**config.mk**
```make
export PLATFORM = sky130hd
export DESIGN_NAME = rxs_mbox_status
export DESIGN_NICKNAME = d
export VERILOG_FILES = /design/src/rtl/rxs_pkg.sv /design/src/rtl/rxs_sw_decode.sv /design/src/rtl/rxs_frame_track.sv /design/src/rtl/rxs_release.sv /design/src/rtl/rxs_slot_cell.sv /design/src/rtl/rxs_mbox_status.sv
export SDC_FILE = /design/constraint.sdc
export NUM_CORES = 1
export LEC_CHECK = 0
export BUFFER_PORTS_ARGS = -buffer_cell sky130_fd_sc_hd__buf_2
export CORE_UTILIZATION = 31
export DETAILED_ROUTE_END_ITERATION = 10
export PLACE_DENSITY = 0.51
export SLEW_MARGIN = 20
export SYNTH_ARGS = -nofsm -noshare
export SYNTH_HDL_FRONTEND = slang
export SYNTH_SLANG_ARGS = --single-unit
```
**constraint.sdc**
```tcl
create_clock -name clk -period 5.4 [get_ports clk]
set_clock_uncertainty 0.2 [all_clocks]
set_input_delay 1.62 -clock clk [delete_from_list [all_inputs] [get_ports clk]]
set_output_delay 1.62 -clock clk [all_outputs]
set_load 0.005 [all_outputs]
```
**src/rtl/rxs_pkg.sv**
```systemverilog
package rxs_pkg;

    localparam int NSLOT  = 16;
    localparam int SLOT_W = $clog2(NSLOT);

    typedef enum logic [2:0] {
        SEL_REQ_SET = 3'd0,
        SEL_REQ_CLR = 3'd1,
        SEL_NEW_CLR = 3'd2,
        SEL_IRQ_CLR = 3'd3,
        SEL_STAT    = 3'd4
    } sw_sel_e;

    typedef struct packed {
        logic [NSLOT-1:0] req_set;
        logic [NSLOT-1:0] req_clr;
        logic [NSLOT-1:0] new_clr;
        logic [NSLOT-1:0] irq_clr;
        logic             succ_clr;
    } sw_cmd_t;

    typedef struct packed {
        logic              start;
        logic              done;
        logic              err;
        logic              accept;
        logic [SLOT_W-1:0] slot;
    } frame_ev_t;

    function automatic logic [NSLOT-1:0] slot_onehot(input logic [SLOT_W-1:0] idx,
                                                      input logic en);
        logic [NSLOT-1:0] v;
        v = '0;
        if (en) v[idx] = 1'b1;
        return v;
    endfunction

endpackage

```
**src/rtl/rxs_sw_decode.sv**
```systemverilog
module rxs_sw_decode
    import rxs_pkg::*;
(
    input  logic             we,
    input  logic [2:0]       sel,
    input  logic [NSLOT-1:0] wdata,
    output sw_cmd_t          cmd
);
    always_comb begin
        cmd = '0;
        if (we) begin
            case (sel)
                SEL_REQ_SET: cmd.req_set  = wdata;
                SEL_REQ_CLR: cmd.req_clr  = wdata;
                SEL_NEW_CLR: cmd.new_clr  = wdata;
                SEL_IRQ_CLR: cmd.irq_clr  = wdata;
                SEL_STAT:    cmd.succ_clr = ~wdata[0];
                default:     cmd = '0;
            endcase
        end
    end
endmodule

```
**src/rtl/rxs_frame_track.sv**
```systemverilog
module rxs_frame_track
    import rxs_pkg::*;
#(
    parameter int N  = NSLOT,
    localparam int SW = $clog2(N)
) (
    input  logic          clk,
    input  logic          rst,
    input  frame_ev_t     ev,
    input  logic [N-1:0]  armed,
    input  logic          succ_clr,
    output logic [N-1:0]  cmpl_vec,
    output logic          receiving,
    output logic          success
);
    logic hit;

    assign hit = ev.done & ~ev.err & ev.accept & armed[ev.slot[SW-1:0]];

    always_comb begin
        cmpl_vec = '0;
        if (hit) cmpl_vec[ev.slot[SW-1:0]] = 1'b1;
    end

    always_ff @(posedge clk) begin
        if (rst) begin
            receiving <= 1'b0;
        end else if (ev.done || ev.err) begin
            receiving <= 1'b0;
        end else if (ev.start) begin
            receiving <= 1'b1;
        end
    end

    always_ff @(posedge clk) begin
        if (rst) begin
            success <= 1'b0;
        end else if (hit) begin
            success <= 1'b1;
        end else if (succ_clr) begin
            success <= 1'b0;
        end
    end
endmodule

```
**src/rtl/rxs_release.sv**
```systemverilog
module rxs_release
    import rxs_pkg::*;
#(
    parameter int N  = NSLOT,
    localparam int SW = $clog2(N)
) (
    input  logic          clk,
    input  logic          rst,
    input  logic          wr_done,
    input  logic [SW-1:0] wr_slot,
    input  logic [N-1:0]  storing,
    output logic [N-1:0]  rel_vec,
    output logic [SW-1:0] last_slot
);
    logic rel_hit;

    assign rel_hit = wr_done & storing[wr_slot];

    always_comb begin
        rel_vec = '0;
        if (rel_hit) rel_vec[wr_slot] = 1'b1;
    end

    always_ff @(posedge clk) begin
        if (rst) begin
            last_slot <= '0;
        end else if (rel_hit) begin
            last_slot <= wr_slot;
        end
    end
endmodule

```
**src/rtl/rxs_slot_cell.sv**
```systemverilog
module rxs_slot_cell (
    input  logic clk,
    input  logic rst,
    input  logic req_set,
    input  logic req_clr,
    input  logic cmpl,
    input  logic rel,
    input  logic new_clr,
    input  logic irq_clr,
    output logic armed,
    output logic storing,
    output logic newdata,
    output logic irq
);
    always_ff @(posedge clk) begin
        if (rst) begin
            armed   <= 1'b0;
            storing <= 1'b0;
            newdata <= 1'b0;
            irq     <= 1'b0;
        end else begin
            if (req_set)      armed <= 1'b1;
            else if (req_clr) armed <= 1'b0;

            if (cmpl)         storing <= 1'b1;
            else if (rel)     storing <= 1'b0;

            if (cmpl)         newdata <= 1'b1;
            else if (new_clr) newdata <= 1'b0;

            if (rel)          irq <= 1'b1;
            else if (irq_clr) irq <= 1'b0;
        end
    end
endmodule

```
**src/rtl/rxs_mbox_status.sv**
```systemverilog
module rxs_mbox_status
    import rxs_pkg::*;
(
    input  logic              clk,
    input  logic              rst,
    input  logic              frm_start,
    input  logic              frm_end,
    input  logic              frm_err,
    input  logic              frm_accept,
    input  logic [SLOT_W-1:0] frm_slot,
    input  logic              wr_done,
    input  logic [SLOT_W-1:0] wr_slot,
    input  logic              sw_we,
    input  logic [2:0]        sw_sel,
    input  logic [NSLOT-1:0]  sw_wdata,
    output logic [NSLOT-1:0]  req_o,
    output logic [NSLOT-1:0]  storing_o,
    output logic [NSLOT-1:0]  newdata_o,
    output logic [NSLOT-1:0]  irq_o,
    output logic              receiving_o,
    output logic              success_o,
    output logic [SLOT_W-1:0] last_slot_o
);
    sw_cmd_t          cmd;
    frame_ev_t        ev;
    logic [NSLOT-1:0] cmpl_vec;
    logic [NSLOT-1:0] rel_vec;

    assign ev.start  = frm_start;
    assign ev.done   = frm_end;
    assign ev.err    = frm_err;
    assign ev.accept = frm_accept;
    assign ev.slot   = frm_slot;

    rxs_sw_decode u_dec (
        .we    (sw_we),
        .sel   (sw_sel),
        .wdata (sw_wdata),
        .cmd   (cmd)
    );

    rxs_frame_track #(.N(NSLOT)) u_frm (
        .clk       (clk),
        .rst       (rst),
        .ev        (ev),
        .armed     (req_o),
        .succ_clr  (cmd.succ_clr),
        .cmpl_vec  (cmpl_vec),
        .receiving (receiving_o),
        .success   (success_o)
    );

    rxs_release #(.N(NSLOT)) u_rel (
        .clk       (clk),
        .rst       (rst),
        .wr_done   (wr_done),
        .wr_slot   (wr_slot),
        .storing   (storing_o),
        .rel_vec   (rel_vec),
        .last_slot (last_slot_o)
    );

    for (genvar s = 0; s < NSLOT; s++) begin : g_slot
        rxs_slot_cell u_cell (
            .clk     (clk),
            .rst     (rst),
            .req_set (cmd.req_set[s]),
            .req_clr (cmd.req_clr[s]),
            .cmpl    (cmpl_vec[s]),
            .rel     (rel_vec[s]),
            .new_clr (cmd.new_clr[s]),
            .irq_clr (cmd.irq_clr[s]),
            .armed   (req_o[s]),
            .storing (storing_o[s]),
            .newdata (newdata_o[s]),
            .irq     (irq_o[s])
        );
    end
endmodule

```
After elaboration in Yosys (flattened, before gate mapping). Cells that the tools add are included.

Add/subtract/negate cells: 0. $mul: 0. Div/mod/pow operators: 0. $lt $le $gt $ge: 4. Eq/ne operators: 4. Shifts and indexed selects: 0. Muxes and demuxes: 146. Bitwise operators: 6. Reduce and logical (&&, ||, !) cells: 70.

Operators with widths (count): 1-bit 2-to-1 mux (135); 2-bit nonzero test (65); 16-bit 2-to-1 mux (6); 65-bit 2-to-1 mux (1); 4-bit by 5-bit < comparator with 1-bit output, second input constant (2); 1-bit binary-select mux with 4-bit select (2); 1-bit demux with 4-bit select (2); 4-bit by 1-bit greater-or-equal comparator with 1-bit output, second input constant (2); 3-bit by 2-bit == test with 1-bit output, second input constant (2); 1-bit AND (4); 3-bit by 1-bit == test with 1-bit output, second input constant (1); 3-bit == test, second input constant (1); 3-bit zero test (1); 1-bit logical AND (2); 1-bit NOT (2); 2-bit OR reduction (1); 1-bit logical OR (1).

Bits in registers: 70. Bits in latches: 0. Bits in writable memories: 0. Memory bits (read-only): 0. Bits of input ports: 35. Output and inout port bits: 70. Logic and storage cells: 297. Memories: 0.

Logic depth before layout (Yosys ltp). Gate-level depths: netlist (run 1).

Word-level depth: 7. Depth in mapped cells: 5.

Modules after synthesis. A second synthesis (run 1) with hierarchy kept.

Cells, all modules: 438. Area, all modules: 3890.0 um^2.

By module, submodules not included: rxs_slot_cell (times used 16, cells an instance 15, area each 147.6 um^2); rxs_release (times used 1, cells an instance 70, area each 555.5 um^2); rxs_sw_decode (times used 1, cells an instance 81, area each 538.0 um^2); rxs_frame_track (times used 1, cells an instance 47, area each 434.2 um^2).

Worst setup path after synthesis (run 1). No wires, ideal clock.

Path type: input-to-reg. From: in wr_slot[0]. To: reg u_rel.last_slot[0]. Arrival: 2.724 ns. Required time: 5.128 ns. Slack: 2.405 ns. Stages on the path: 5. Cells stage by stage: buf_6 -> mux4_2 -> nand2_4 -> o311a_4 -> mux2i_1.

Cells in the longest elaborated chain, start to end: 3.

Ends and longest elaborated chain: from (decl) (RTL line rxs_mbox_status.sv:12) `input logic [SLOT_W-1:0] wr_slot,`; 1-bit binary-select mux with 4-bit select (RTL line rxs_release.sv:17) `assign rel_hit = wr_done & storing[wr_slot];`; 1-bit 2-to-1 mux (implied by the code) (RTL line rxs_release.sv:17); 1-bit AND (RTL line rxs_release.sv:17); to (signal assigned) (RTL line rxs_release.sv:28) `last_slot <= wr_slot;`; to (decl) (RTL line rxs_release.sv:13) `output logic [SW-1:0] last_slot`.

Parallel ways exist; a longest one is shown, timed or not. The select of a mux whose other input is x is not followed. A chain may end at the register's enable or synchronous reset.

Worst setup path after layout (run 1). Ends and elaborated chain as after synthesis.

==> results of run 1 <==
==> layout by cell type (no fill, tap or decap), types with 3 or more instances in the layout <==
master	Yosys	routed
a21oi_1	60	60
nand3_1	31	31
and3_1	3	3
nand2_1	44	44
clkinv_2	0	3
mux4_2	5	5
dfxtp_1	70	70
o21ai_0	58	58
clkbuf_8	0	11
nand2b_1	6	6
mux2i_1	3	3
buf_2	4	104
nor2b_1	8	8
nor2_1	7	7
==> metal layers <==
metal / GRT usage (%) / vias to the layer above
li1: - / 1451
met1: 24.1 / 1395
met2: 27.8 / 88
met3: 3.19 / 5
met4: 4.70 / 0
met5: 0 / -
==> worst register-to-register path, delay by kind of cell, from the launching register on <==
family           cells  cell delay (ns)
AO/OA/AOI/OAI        1             0.24
flip-flops           1             0.34
multiplexers         2             0.75
AND/OR/NAND/NOR      1             0.16
==> layout make-up <==
type	count	area [um2]	share of cell area [%]
Multi-Input combinational cell	257	1510	39.5
Sequential cell	70	1400	36.6
Timing Repair Buffer	106	536	14.0
Tap cell	140	175	4.58
Clock buffer	12	155	4.05
Clock inverter	4	45.0	1.18
Inverter	1	3.75	0.0980
==> state kept, by name, summed over array words and instances (netlist names) <==
register               flops
g_slot.u_cell.armed       16
g_slot.u_cell.irq         16
g_slot.u_cell.newdata     16
g_slot.u_cell.storing     16
u_rel.last_slot            4
u_frm.receiving            1
u_frm.success              1
==> cell families after synthesis <==
logic type | Yosys count | synth area share (%)
compound gates | 126 | 19.6
simple gates | 119 | 17.5
buf+inv | 85 | 16.5
flops | 70 | 40.2
mux | 12 | 6.24
==> per-stage QoR <==
stage               std cells  setup WS (ns)  cell area, um2
floorplan                 412           2.40            3490
global placement          574           2.06            3630
detailed placement        574           1.99            3630
CTS                       590           2.35            3830
global route              590           2.19            3830
finish                    590           2.35            3830
==> power groups by stage <==
stage	Combinational, W	Clock, W	Sequential, W
final	0.0000769	0.000430	0.000522
after global routing	0.0000849	0.000463	0.000522
after CTS	0.0000775	0.000439	0.000522
after detailed placement	0.0000774	0	0.000534
after global placement	0.0000765	0	0.000534
after floorplan	0.0000478	0	0.000533
==> how the worst max path moves through the flow <==
stage	start	to	cells past startpoint
global placement	wr_slot[0]	u_rel.last_slot[3]	5
global route	sw_sel[1]	g_slot[13].u_cell.armed	5
finish	wr_slot[0]	u_rel.last_slot[0]	5
CTS	wr_slot[0]	u_rel.last_slot[0]	5
floorplan	wr_slot[0]	u_rel.last_slot[0]	5
detailed placement	wr_slot[0]	u_rel.last_slot[0]	5
==> metrics, run 1 <==
IO Count 105; WHS Path Cells 2; Synth top cells by count dfxtp_1, buf_4, a21oi_1; final wirelength 9970 um; Core Box Area 10900 um2; ys async rst share 0%; largest area contributor in the netlist dfxtp_1; fin crit period between 3 and 4 ns; CTS tree yes; first-pass GRT wire length 15400 um; CTS max path bufs 2; MaxCap Viol Count 0; Util after Layout about a third; RSZ-0062 raised after global routing false; worst-path cell with the longest stage delay mux4_1; DR top layer met4; unique cell type count in the Yosys netlist 41; number of flops mapped to enable cells by yosys 0; Flop pwr share 50.7%; metal2 WL 4770 um; Clock Tree Root clkbuf_8; Worst Hold Class reg -> reg; CP cell instances buf_2, mux4_1, nand2_2, o311a_4, mux2i_1; endpoints failing hold 0; routed vias/inst 4.98; First-pass DRT Iterations 5; clock share of power 41.8%; type of origin of the critical path primary input; flops & latches, synth 70; Worst setup EP type register; TritonCTS Buffers 9; worst rel slew slack a little under two fifths; main area contributors after synthesis dfxtp_1, buf_4, a21oi_1; Worst path top cell family by delay multiplexers; Synth-to-Final Area Change 9.72%; Synth Cell Area around 3500 um2; fin crit share between 50 and 60%; All-Layer GR Usage about 17%; top-area cell type share of the netlist area between 40% and 50%; crit path DAT just over 3 ns; Pleak approximately 1.6 nW; power share of the combinational group under 10%; sw frac between 20% and 30%; Setup Fix Bufs, Post-CTS 0; Reg2Reg Setup Slack approximately 3.6 ns; Antenna Diode Count 0; reg2reg end u_rel.last_slot[0]; Cell Pwr Density roughly 270 nW/um2; overall die area approximately 12000 um2; Worst path max stage delay 0.65 ns; Nets between 400 and 500; initial antenna violation count 0; Hold-fix buffers, CTS 0; H-tree depth 3; Synth Flop Type dfxtp_1; grt total ovfl 0; switching power 0.000247 W; # port buffers about 100; Avg Inst Size Synth 8.47 um2; post-cts sizing count 0; met3 routed WL about 570 um; Pint between 0.0007 and 0.0008 W; r2r startpoint g_slot[5].u_cell.storing; hold_ws 0.276 ns; worst min-delay path endpoint g_slot[9].u_cell.irq; status finished clean; Crit Path Max Fanout 12; total power draw 0.00103 W; maximum VDD drop approximately 0.12 mV; vias in the first global route about 2800; warnings from Yosys 0; Setup TNS 0 ns; num rows 38; dpl hpwl between 7000 and 8000 um; synthesized instance count a little over 400; Die X between 100 and 150 um; clock slew at reported path FFs around 0.080 ns; DRC 0; Worst Tran Pin Value 0.932 ns; routability cong. ~0.77; DR WL/cell between 15 and 20 um; CTS sink cnt 70; reg2reg path depth 4; Slew Limit Fails 0; most frequent cell after synthesis dfxtp_1; share of cells above drive strength 1 30.2%; fillcell total between 1000 and 1500; DR iter-0 viols roughly 150; Fmax ~330 MHz; Die Y between 100 and 150 um; sequential-to-total area share from yosys stat between 40 and 50%; syn_nets 447; hold_sp g_slot[9].u_cell.irq; largest net degree at the start of global routing 40; via count between 2000 and 3000; worst path bufs/invs 1; Final ANT Viol Nets 0; Worst-Skew Late Latency 0.34 ns; Final setup violation count 0; Worst EP required around 5.5 ns; worst setup path class in -> reg; met1 wire length approximately 4600 um; Starting Density 32.1%
Power figures use the tool's default switching activity.
==> run 2: changes to the inputs <==
--- a/config.mk
+++ b/config.mk
@@ -8,7 +8,7 @@
 export BUFFER_PORTS_ARGS = -buffer_cell sky130_fd_sc_hd__buf_2
 export CORE_UTILIZATION = 31
 export DETAILED_ROUTE_END_ITERATION = 10
-export PLACE_DENSITY = 0.51
+export PLACE_DENSITY = 0.53
 export SLEW_MARGIN = 20
 export SYNTH_ARGS = -nofsm -noshare
 export SYNTH_HDL_FRONTEND = slang
==> constraint.sdc (replaced) <==
create_clock -name clk -period 2.8 [get_ports clk]
set_clock_uncertainty 0.2 [all_clocks]
set_input_delay 0.84 -clock clk [delete_from_list [all_inputs] [get_ports clk]]
set_output_delay 0.84 -clock clk [all_outputs]
set_load 0.005 [all_outputs]
==> metrics, run 2 (same netlist as run 1, synthesis figures left out) <==
status finished clean; clock slew at reported path FFs about 0.08 ns; Core Box Area roughly 11000 um2; via count 3022; final wirelength between 10000 and 15000 um; DR iter-0 viols 100; H-tree depth 3; CTS max path bufs 2; worst setup path class in -> reg; CP cell instances buf_2, mux4_1, nand2_2, o311a_4, mux2i_1; Die X 108 um; # port buffers ~100; most frequent cells in the layout buf_2, dfxtp_1, a21oi_1; Worst EP required ~2.9 ns; First-pass DRT Iterations 4; DRC 0; initial antenna violation count 0; Antenna Diode Count 0; Placed Area between 3000 and 4000 um2; Worst-Skew Late Latency about 0.34 ns; Synth-to-Final Area Change 12.1%; overall die area approximately 12000 um2; CTS tree yes; Crit Path Max Fanout 12; IO Count between 100 and 150; routability cong. about 0.80; Setup TNS 0 ns; All-Layer GR Usage a little under a fifth; fin crit share roughly 80%; worst-path cell with the longest stage delay mux4_1; Cell Pwr Density 540 nW/um2; type of origin of the critical path primary input; Final Instance Area roughly 4000 um2; Final ANT Viol Nets 0; maximum VDD drop roughly 0.18 mV; Worst path max stage delay around 0.65 ns; crit path DAT approximately 2.3 ns; grt total ovfl 0; first-pass GRT wire length approximately 16000 um; Worst Tran Pin Value 0.613 ns; Fmax between 400 and 500 MHz; RSZ-0062 raised after global routing false; share of cells above drive strength 1 a little under a third; TritonCTS Buffers 9; fin crit period ~2.2 ns; Die Y ~110 um; Worst setup EP type register; Hold-fix buffers, CTS 0; Worst Hold Class reg -> reg; Starting Density between 30% and 40%; worst path bufs/invs 1; largest net degree at the start of global routing 36; post-cts sizing count 0; Setup Fix Bufs, Post-CTS 0; num rows 38; Final setup violation count 0; dpl hpwl 7720 um; Pleak 1.66 nW; Worst path top cell family by delay multiplexers; routed vias/inst 5.08; Nets 485; DR WL/cell 17.0 um; most common cell after layout, fill and taps aside buf_2; vias in the first global route 2975; worst rel slew slack about three fifths; Slew Limit Fails 0; endpoints failing hold 0; CTS sink cnt 70; MaxCap Viol Count 0; Clock Tree Root clkbuf_8
## run 2: cell count changes in the layout (fill, tap and decap cells not counted)
cell,delta
clkinv_2,-2
clkbuf_1,-1
buf_4,+4
bufinv_16,+1
clkinvlp_4,+1
clkinv_4,+1
buf_12,+1
## run 2: power breakdown
group | internal [W] | leakage (nW) | switching (W)
logic | 0.0000562 | 0.979 | 0.000100
clock network | 0.000550 | 0.116 | 0.000399
registers | 0.00100 | 0.564 | 0.00000509
## run 2: worst min-delay path, cell delays in order, from the launching register on
cell     delay, ns
dfxtp_1       0.31
o21ai_0       0.06
a21oi_1       0.06
## run 2: metal layers
metal	global-route usage, %	vias up	wire length (um)
li1	-	1464	-
met1	23.0	1444	4440
met2	29.8	103	4850
met3	2.65	11	616
met4	8.22	0	175
met5	0	-	0
## run 2: final timing paths
path                                 start                  endpoint  slack [ns]  cells past startpoint
setup / recovery                wr_slot[0]        u_rel.last_slot[0]        0.56                      5
setup reg to reg  g_slot[5].u_cell.storing        u_rel.last_slot[0]        1.06                      4
hold reg to reg   g_slot[9].u_cell.newdata  g_slot[9].u_cell.newdata        0.27                      2
hold / removal    g_slot[9].u_cell.newdata  g_slot[9].u_cell.newdata        0.27                      2
## run 2: stage by stage
| stage | util, % | power [W] | setup WS (ns) | instances | hold slack, ns |
|---|---|---|---|---|---|
| 4_1_cts | 35.9 | 0.00213 | 0.562 | 595 | 0.276 |
| 2_1_floorplan | - | 0.00112 | 0.585 | 412 | 0.245 |
| 5_1_grt | 35.9 | 0.00219 | 0.465 | 595 | 0.289 |
| 3_3_place_gp | 33.8 | 0.00118 | 0.242 | 579 | 0.261 |
| 6_report | 35.9 | 0.00211 | 0.561 | 595 | 0.273 |
| 3_5_place_dp | 33.8 | 0.00119 | 0.197 | 579 | 0.265 |
## run 2: final cells by class
cell class | count | area (um2)
Clock buffer | 11 | 151
Fill cell | 1133 | 6980
Timing Repair Buffer | 111 | 586
Tap cell | 140 | 175
Sequential cell | 70 | 1400
Clock inverter | 5 | 81.3
Multi-Input combinational cell | 257 | 1510
Inverter | 1 | 3.75
==> run 3: changes to the inputs <==
--- a/config.mk
+++ b/config.mk
@@ -8,7 +8,7 @@
 export BUFFER_PORTS_ARGS = -buffer_cell sky130_fd_sc_hd__buf_2
 export CORE_UTILIZATION = 31
 export DETAILED_ROUTE_END_ITERATION = 10
-export PLACE_DENSITY = 0.53
+export PLACE_DENSITY = 0.51
 export SLEW_MARGIN = 20
 export SYNTH_ARGS = -nofsm -noshare
 export SYNTH_HDL_FRONTEND = slang
==> constraint.sdc (replaced) <==
create_clock -name clk -period 2.07 [get_ports clk]
set_clock_uncertainty 0.2 [all_clocks]
set_input_delay 0.621 -clock clk [delete_from_list [all_inputs] [get_ports clk]]
set_output_delay 0.621 -clock clk [all_outputs]
set_load 0.005 [all_outputs]
==> metrics, run 3 (same netlist as run 1, synthesis figures left out) <==
Placed Area roughly 3800 um2; grt total ovfl 0; clock slew at reported path FFs about 0.080 ns; endpoints failing hold 0; crit path DAT 2.04 ns; share of cells above drive strength 1 about a third; Crit Path Max Fanout 11; DR WL/cell 16.4 um; Worst Tran Pin Value approximately 0.35 ns; status finished clean; total power draw around 0.0027 W; First-pass DRT Iterations 4; Worst EP required about 2.1 ns; Final setup violation count 0; Fmax roughly 510 MHz; worst-path cell with the longest stage delay mux4_1; Pleak roughly 1.7 nW; maximum VDD drop roughly 0.3 mV; most frequent cells in the layout buf_2, dfxtp_1, a21oi_1; Worst path max stage delay between 0.6 and 0.7 ns; Worst path top cell family by delay multiplexers; first-pass GRT wire length ~16000 um; Cell Pwr Density ~660 nW/um2; fin crit share a little over nine tenths; worst rel slew slack about three quarters; CTS sink cnt 70; Core Box Area approximately 11000 um2; H-tree depth 3; IO Count 105; Setup Fix Bufs, Post-CTS 0; Setup TNS 0 ns; Starting Density between 30 and 40%; num rows 38; via count roughly 3100; CTS tree yes; routability cong. 0.790; Synth-to-Final Area Change 15.0%; DRC 0; Worst setup EP type register; fillcell total between 1000 and 1500; CTS max path bufs 2; dpl hpwl 7800 um; routed vias/inst around 5.0; initial antenna violation count 0; worst path bufs/invs 1; largest net degree at the start of global routing between 40 and 50; Worst-Skew Late Latency roughly 0.34 ns; Slew Limit Fails 0; Die Y roughly 110 um; Final WS setup roughly 0.099 ns; Final ANT Viol Nets 0; fin crit period between 1.5 and 2 ns; Nets 505; Final Instance Area about 4000 um2; most common cell after layout, fill and taps aside buf_2; TritonCTS Buffers 9; MaxCap Viol Count 0; All-Layer GR Usage about 18%; final wirelength a little over 10000 um; type of origin of the critical path primary input; worst setup path class in -> reg; overall die area between 10000 and 15000 um2; hold_ws roughly 0.26 ns; RSZ-0062 raised after global routing false; post-cts sizing count 0; DP Worst Slack -0.247 ns; # port buffers 104; Hold-fix buffers, CTS 0; DR iter-0 viols approximately 130; CP cell instances buf_2, mux4_1, nor2b_2, o311a_4, mux2i_1; Die X about 110 um; Clock Tree Root clkbuf_8; Worst Hold Class in -> reg; Antenna Diode Count 0; vias in the first global route a little under 3000
[run 3: where the power goes]
group	switching, W	internal, W	leakage [nW]
clock network	0.000508	0.000554	0.0904
logic	0.000139	0.0000927	1.08
registers	0.00000704	0.00135	0.564
[run 3: final timing paths]
check / startpoint / end / slack, ns / cells past startpoint
hold reg to reg: g_slot[1].u_cell.newdata / g_slot[1].u_cell.newdata / 0.27 / 2
hold / removal: frm_end / u_frm.receiving / 0.26 / 2
setup reg to reg: g_slot[9].u_cell.storing / u_rel.last_slot[0] / 0.30 / 4
setup / recovery: wr_slot[0] / u_rel.last_slot[0] / 0.1 / 5
[run 3: metrics by stage]
step / instances / util [%]
floorplan: 412 / -
global placement: 599 / 35.2
detailed placement: 599 / 35.2
CTS: 615 / 36.8
global route: 615 / 36.8
finish: 615 / 36.8
[run 3: layer usage]
layer	wire, um	vias up	GRT usage [%]
met4	123	0	4.79
met5	0	-	0
li1	-	1499	-
met2	4850	92	29.0
met1	4650	1482	23.2
met3	477	8	5.12
[run 3: cell type report]
class                      instances  area [um2]  area share [%]
multi-input combinational        257        1510            37.7
sequential                        70        1400            34.9
timing repair buffer             131         736            18.3
tap                              140         175            4.37
clock buffer                      12         135            3.37
clock inverter                     4        47.5            1.19
inverter                           1        3.75          0.0936
